### config.mk
export PLATFORM = sky130hd
export DESIGN_NAME = polar_sys_enc
export DESIGN_NICKNAME = d
export VERILOG_FILES = /design/src/rtl/polar_enc_pkg.sv /design/src/rtl/polar_scatter.sv /design/src/rtl/polar_xform.sv /design/src/rtl/polar_sys_enc.sv
export SDC_FILE = /design/constraint.sdc
export NUM_CORES = 1
export LEC_CHECK = 0
export CELL_PAD_IN_SITES_DETAIL_PLACEMENT = 1
export CELL_PAD_IN_SITES_GLOBAL_PLACEMENT = 1
export CORE_UTILIZATION = 36
export DETAILED_ROUTE_END_ITERATION = 7
export PLACE_DENSITY = 0.81
export SLEW_MARGIN = 20
export SYNTH_ARGS = -nofsm -noshare
export SYNTH_HDL_FRONTEND = slang
export SYNTH_SLANG_ARGS = --single-unit
export TNS_END_PERCENT = 50
### constraint.sdc
create_clock -name clk_i -period 1.43 [get_ports clk_i]
set_clock_uncertainty 0.1 [all_clocks]
set_input_delay 0.143 -clock clk_i [delete_from_list [all_inputs] [get_ports clk_i]]
set_output_delay 0.143 -clock clk_i [all_outputs]
set_load 0.02 [all_outputs]
### src/rtl/polar_enc_pkg.sv
package polar_enc_pkg;
  localparam int MAX_N = 16;
  typedef logic [MAX_N-1:0] word_t;

  function automatic word_t frozen_mask(int n);
    if (n == 8) return 16'h0007;
    return 16'h0117;
  endfunction

  function automatic int num_info(int n);
    word_t m;
    int c;
    m = frozen_mask(n);
    c = 0;
    for (int i = 0; i < MAX_N; i++) if (i < n && !m[i]) c++;
    return c;
  endfunction

  // number of information positions below p
  function automatic int info_rank(word_t m, int p);
    int r;
    r = 0;
    for (int i = 0; i < MAX_N; i++) if (i < p && !m[i]) r++;
    return r;
  endfunction

  // y = x * G, used only by assertions
  function automatic word_t kron_mul(word_t x, int n);
    word_t y;
    y = x;
    for (int s = 0; s < 4; s++)
      for (int j = 0; j < MAX_N; j++)
        if (((j >> s) & 1) == 0 && (j + (1 << s)) < n)
          y[j] = y[j] ^ y[j + (1 << s)];
    return y;
  endfunction

  function automatic word_t gather_info(word_t cw, word_t m, int n);
    word_t r;
    int k;
    r = '0;
    k = 0;
    for (int i = 0; i < MAX_N; i++)
      if (i < n && !m[i]) begin
        r[k] = cw[i];
        k++;
      end
    return r;
  endfunction
endpackage

### src/rtl/polar_scatter.sv
module polar_scatter
  import polar_enc_pkg::*;
#(
  parameter int    N      = 16,
  parameter int    K      = 11,
  parameter word_t FROZEN = 16'h0117
) (
  input  logic [K-1:0] data_i,
  output logic [N-1:0] vec_o
);
  for (genvar p = 0; p < N; p++) begin : g_pos
    if (FROZEN[p]) begin : g_frz
      assign vec_o[p] = 1'b0;
    end else begin : g_inf
      localparam int RANK = info_rank(FROZEN, p);
      assign vec_o[p] = data_i[RANK];
    end
  end
endmodule

### src/rtl/polar_xform.sv
module polar_xform #(
  parameter int N = 16,
  localparam int LOG = $clog2(N)
) (
  input  logic [N-1:0] a_i,
  output logic [N-1:0] y_o
);
  logic [N-1:0] lvl [LOG+1];

  assign lvl[0] = a_i;

  for (genvar s = 0; s < LOG; s++) begin : g_stage
    localparam int STRIDE = 1 << s;
    for (genvar j = 0; j < N; j++) begin : g_bit
      if (((j >> s) & 1) == 0) begin : g_xor
        assign lvl[s+1][j] = lvl[s][j] ^ lvl[s][j+STRIDE];
      end else begin : g_pass
        assign lvl[s+1][j] = lvl[s][j];
      end
    end
  end

  assign y_o = lvl[LOG];
endmodule

### src/rtl/polar_sys_enc.sv
module polar_sys_enc
  import polar_enc_pkg::*;
#(
  parameter int N = 16,
  localparam int K = num_info(N)
) (
  input  logic         clk_i,
  input  logic         rst_ni,
  input  logic         valid_i,
  input  logic [K-1:0] data_i,
  output logic         valid_o,
  output logic [N-1:0] cw_o
);
  localparam word_t FROZEN_W = frozen_mask(N);
  localparam logic [N-1:0] FROZEN = FROZEN_W[N-1:0];

  logic [N-1:0] v_place, w_mid, u_clr, x_cw;

  polar_scatter #(.N(N), .K(K), .FROZEN(FROZEN_W)) u_scatter (
    .data_i (data_i),
    .vec_o  (v_place)
  );

  polar_xform #(.N(N)) u_pass1 (.a_i(v_place), .y_o(w_mid));

  assign u_clr = w_mid & ~FROZEN;

  polar_xform #(.N(N)) u_pass2 (.a_i(u_clr), .y_o(x_cw));

  always_ff @(posedge clk_i or negedge rst_ni) begin
    if (!rst_ni) begin
      valid_o <= 1'b0;
      cw_o    <= '0;
    end else begin
      valid_o <= valid_i;
      if (valid_i) cw_o <= x_cw;
    end
  end

  a_r1_reset_state: assert property (@(posedge clk_i)
    !rst_ni |-> (!valid_o && cw_o == '0));

  a_r2_valid_follows: assert property (@(posedge clk_i) disable iff (!rst_ni)
    valid_i |=> valid_o);

  a_r2_no_spurious: assert property (@(posedge clk_i) disable iff (!rst_ni)
    !valid_i |=> !valid_o);

  a_r3_info_intact: assert property (@(posedge clk_i) disable iff (!rst_ni)
    valid_i |=> (gather_info(word_t'(cw_o), FROZEN_W, N)
                 == word_t'($past(data_i))));

  a_r4_frozen_zero: assert property (@(posedge clk_i) disable iff (!rst_ni)
    valid_o |-> ((kron_mul(word_t'(cw_o), N) & FROZEN_W) == '0));

  a_r6_hold: assert property (@(posedge clk_i) disable iff (!rst_ni)
    !valid_i |=> $stable(cw_o));
endmodule

==> results.cfg, run 1 <==
[run_status]
status = complete, but fails checks
failed_checks = negative hold slack

[global_route]
grt_pass1_vias = 688
grt.total_usage_pct = 17.6
grt_pass1_wl_mm = 3.19
grt_max_degree = 18
grt_overflow = 0
antenna_found_initial = 0

[cells_and_area]
n_antenna_cell = 0
layout.nets = 117
fillers = 217
post-route-util_pct = 66.5
drive_above_1_share_pct = 47.1
area_delta_synth_final_pct = 67.1

[critical_path]
startpoint = data_i[3]
critPathMaxFanout = 3
arrival_ns = 1.50
required_ns = 1.52
critPathLaunchType = input port
crit_type = input port to flip-flop
reg2reg_from = cw_o[14]$_DFFE_PN0P_
end_kind = flip-flop

[synth]
async_reset_ff_share_pct = 100
ys_top_cells_by_count = 17 x dfrtp_1, 15 x mux2_2, 12 x xnor2_1
synth_area_leader_cell = dfrtp_1
ys_warn_count = 0
synth_area_leaders = dfrtp_1 52%, mux2_2 21%, xnor2_1 13%
yosysTopAreaCellShare_pct = 52.3
yosysSeqAreaShare_pct = 52.3
synth_edf_count = 0
ys_seq_elements = 17
avgSynthCellArea_um2 = 15.6
synthCells = 52
yosysMostFrequentCell = dfrtp_1
syn_area_um2 = 813
ys_types = 8
synth_fp_nets = 66
synthFlopType = dfrtp_1

[floorplan]
fp.dieW_um = 49.5
die_y_um = 49.5
die_area_um2 = 2450
start_util_pct = 39.8
rows = 16
ioPinCount = 31
core-area_um2 = 2040

[job]
cap_violations = 0

[sta]
rsz0062_at_grt = true
setup_viol = 0
holdWs_ns = -0.00959
hold_viol = 1
fin_crit_ns = 1.41
maxSlewHeadroom_pct = 84.3
maxSlewViolCount = 0
fmax_mhz = 711
timing.final.crit_share_pct = 98.4
worst_slack_ns = 0.0229
worst_pin_slew_ns = 0.236

[clock_network]
clockBufferDepth = 2
htree_levels = 1
clk_latency_ns = 0.29
ctsHoldBuffers = 0
cts_inserted_buffers = 3
cts_sinks = 17
cts_root_buf = clkbuf_4
cts_tree = yes
clk_pin_slew_ns = 0.10

[power_and_ir_drop]
power_density_nw_per_um2 = 1150
peakVddDrop_uv = 726
leakage_nw = 0.674

[detailed_routing]
vias = 584
drt_iter0_markers = 1
ant_nets = 0
routed_wl_mm = 1.91
wire_per_inst_um = 14.8
drtPass1Iterations = 4
via_per_inst = 4.53
drc = 0

[placed_design]
portBuffers = 30
gp_congestion = 0.663
place_hpwl_mm = 1.26
dpl_worst_slack_ns = -0.650

[min_path]
worst_hold_path_type = input port to flip-flop
hp-start = data_i[6]
cells by family after synthesis:
| group | synth area share (%) |
|---|---|
| XOR/XNOR | 24.3 |
| multiplexers | 22.0 |
| buffers and inverters | 1.38 |
| flip-flops | 52.3 |
worst paths after layout:
| path | endpoint | slack [ns] | depth (start not counted) |
|---|---|---|---|
| max | cw_o[2]$_DFFE_PN0P_ | 0.02 | 8 |
| min | cw_o[11]$_DFFE_PN0P_ | -0.01 | 2 |
| max reg2reg | cw_o[14]$_DFFE_PN0P_ | 0.56 | 1 |
| min reg2reg | cw_o[1]$_DFFE_PN0P_ | 0.41 | 1 |
| max in group asynchronous | cw_o[0]$_DFFE_PN0P_ | 0.97 | 2 |
| min in group asynchronous | cw_o[14]$_DFFE_PN0P_ | 0.06 | 2 |
worst max-delay path: stages:
cell	delay, ns
dlygate4sd2_1	0.27
xnor2_2	0.15
buf_4	0.13
buf_4	0.14
xnor2_4	0.13
buf_4	0.14
xnor2_1	0.13
mux2_2	0.26
sequential cells by signal (all words and copies together) (netlist names):
signal / count
valid_o: 1
cw_o: 16
power breakdown:
group / switching [mW] / internal, mW / leakage (nW)
Sequential: 0.0471 / 0.573 / 0.199
Clock: 0.150 / 0.109 / 0.0150
Combinational: 0.303 / 0.382 / 0.460
Total: 0.501 / 1.06 / 0.674
per-layer routing:
layer  GRT usage [%]  wire length [µm]  up-vias
li1                -                 -      274
met1            19.6               732      290
met2            32.4              1090       20
met3            3.40                88        0
met4            7.14                 0        0
met5               0                 0        -
area by class of cell:
class | count | area (µm²) | area share, %
Timing Repair Buffer | 48 | 418 | 30.8
Tap cell | 27 | 33.8 | 2.49
Sequential cell | 17 | 425 | 31.3
Clock buffer | 4 | 26.3 | 1.93
Multi-Input combinational cell | 32 | 452 | 33.2
Inverter | 1 | 3.75 | 0.276
through the flow:
step / setup TNS, ns / cells / instance area (µm²) / total power, mW
final: 0 / 129 / 1360 / 1.56
after global routing: 0 / 129 / 1360 / 1.66
after CTS: -0.0577 / 124 / 1310 / 1.52
after detailed placement: -2.74 / 118 / 1250 / 1.31
after global placement: -2.46 / 118 / 1250 / 1.29
after floorplan: 0 / 52 / 828 / 0.990
cell usage in the layout (no fill, tap or decap), drive strengths merged:
master         count
dlygate4sd2       20
xnor2             12
dlymetal6s2s       2
inv                1
mux2i              1
xor3               1
mux2              15
buf               19
clkbuf             7
clkdlybuf4s15      2
xnor3              3
dfrtp             17
clkdlybuf4s50      2
repair_timing:
action | CTS | global route
pin swaps | 6 | 6
buffers inserted | 2 | 5
resized for setup | 32 | 16
setup endpoints to repair | 22 | 1
hold endpoints to repair | 0 | 1
Power figures use the tool's default switching activity.
==> run 2: changes to the inputs <==
REMOVE_ABC_BUFFERS = 1   (was default)
SETUP_SLACK_MARGIN = 0.5   (was default)
==> run 2 against run 1 <==
Effect of this change: sequential share of layout area down 5.4 points; final area up 21%; combinational power up 53%; critical path type unchanged; clock-buffer cell count unchanged; die area unchanged; cell count up 5.4%; sequential cell count unchanged; critical path depth down 3; critical endpoint is now cw_o[0]$_DFFE_PN0P_; wire length up 85%; the flow finishes with violations (negative setup slack).
==> results.cfg, run 2 (synthesis gave the netlist of run 1 again) <==
[job]
cap_violations = 0

[clock_network]
cts_sinks = 17
clk_pin_slew_ns = 0.11
clockBufferDepth = 2
cts_root_buf = clkbuf_4
cts_inserted_buffers = 3
htree_levels = 1
cts_tree = yes
clk_latency_ns = 0.29

[floorplan]
rows = 16
core-area_um2 = 2040
fp.dieW_um = 49.5
start_util_pct = 39.8
ioPinCount = 31
die_area_um2 = 2450
die_y_um = 49.5

[power_and_ir_drop]
p_total_mw = 1.98
peakVddDrop_uv = 1250
power_density_nw_per_um2 = 1210
leakage_nw = 0.808

[placed_design]
place_hpwl_mm = 1.50
portBuffers = 30
dpl.cell_count = 118
gp_congestion = 0.728

[cells_and_area]
final_common_cell = buf_6
drive_above_1_share_pct = 76.1
n_antenna_cell = 0
final_cells = 136
post-route-util_pct = 80.3
layout.nets = 124
final_cell_mix = 29 x buf_6, 17 x dfrtp_1, 13 x buf_4
largest_reg_flops = 16
area_delta_synth_final_pct = 102
max_flop_register = cw_o
reg.largest.list = cw_o: 16 flops, valid_o: 1 flops

[critical_path]
arrival_ns = 1.58
critPathMaxFanout = 2
reg2reg_depth = 2
critPathLaunchType = input port
crit_type = input port to flip-flop
required_ns = 1.54
crit_chain = buf_8, xnor2_4, xor3_2, xnor3_1, mux2i_1
endpoint = cw_o[0]$_DFFE_PN0P_
startpoint = data_i[10]
end_kind = flip-flop
reg2reg_from = cw_o[4]$_DFFE_PN0P_
r2r_slack_ns = 0.38
max_stage_delay_ns = 0.52
rr_endpoint = cw_o[4]$_DFFE_PN0P_
slowest_stage = xor3_2

[detailed_routing]
drtPass1Iterations = 6
ant_nets = 0
drt_iter0_markers = 7
vias = 669
via_per_inst = 4.92
wire_per_inst_um = 26.1
drc = 0
routed_wl_mm = 3.54

[sta]
maxSlewHeadroom_pct = 84.5
setup_viol = 1
fin_crit_ns = 1.46
worst_slack_ns = -0.0330
hold_viol = 0
rsz0062_at_grt = true
fmax_mhz = 684
timing.final.crit_share_pct = 102
maxSlewViolCount = 0
holdWs_ns = 0.00300
fin_setup_tns_ns = -0.0330
worst_pin_slew_ns = 0.233

[global_route]
grt.total_usage_pct = 28.9
antenna_found_initial = 0
grt_pass1_wl_mm = 4.78
grt_max_degree = 18
grt_overflow = 0
grt_pass1_vias = 759

[run_status]
status = complete, but fails checks
failed_checks = negative setup slack

[min_path]
worst_hold_path_type = input port to flip-flop
hp-start = data_i[1]
==> run 2: cell types whose count changed in the layout (fill, tap and decap cells not counted), moves of 4 or more <==
cell	before	now
mux2_4	0	8
buf_4	17	13
dlygate4sd2_1	20	1
mux2_2	15	7
buf_6	0	29
buf_2	0	4
xnor2_4	2	6
xnor2_1	5	0
==> run 2: layout make-up <==
class	count	area, µm²
Clock buffer	4	26.3
Fill cell	160	403
Inverter	1	3.75
Multi-Input combinational cell	32	564
Sequential cell	17	425
Tap cell	27	33.8
Timing Repair Buffer	55	586
==> run 2: routing by layer <==
layer | vias up | wire [µm] | GRT usage [%]
li1 | 290 | - | -
met1 | 338 | 1320 | 33.3
met2 | 33 | 1950 | 55.2
met3 | 8 | 170 | 4.63
met4 | 0 | 96 | 6.67
met5 | - | 0 | 0
==> run 2: critical path, delay by kind of cell <==
kind / cells / cell delay (ns)
xor+xnor: 3 / 1.13
buf+inv: 1 / 0.11
mux: 1 / 0.20
==> run 2: metrics by stage <==
stage               worst slack (ns)  cell area, µm²
floorplan                    -0.0419             806
global placement              -0.491            1230
detailed placement            -0.605            1230
CTS                          -0.0181            1570
global route                 -0.0235            1640
finish                       -0.0330            1640
==> run 2: timing repair <==
item                       in CTS  in global routing
resized for setup             185                  6
pin swaps                      13                  5
setup endpoints to repair      33                 30
gates cloned                    1                  0
hold endpoints to repair        1                  2
setup buffers                   8                  5
==> run 2: worst min-delay path by stage <==
| stage | endpoint | slack [ns] | cells after the start |
|---|---|---|---|
| after floorplan | cw_o[0]$_DFFE_PN0P_ | -0.25 | 0 |
| after global placement | cw_o[1]$_DFFE_PN0P_ | 0.39 | 2 |
| after detailed placement | valid_o$_DFF_PN0_ | 0.40 | 2 |
| after CTS | cw_o[7]$_DFFE_PN0P_ | -0.006 | 2 |
| after global routing | cw_o[5]$_DFFE_PN0P_ | -0.02 | 2 |
| final | cw_o[5]$_DFFE_PN0P_ | 0.003 | 2 |
==> run 2: report_power, final <==
group	internal [mW]	total (mW)	leakage (nW)	switching (mW)
clock network	0.109	0.273	0.0150	0.165
logic	0.619	1.05	0.594	0.428
registers	0.574	0.662	0.199	0.0884
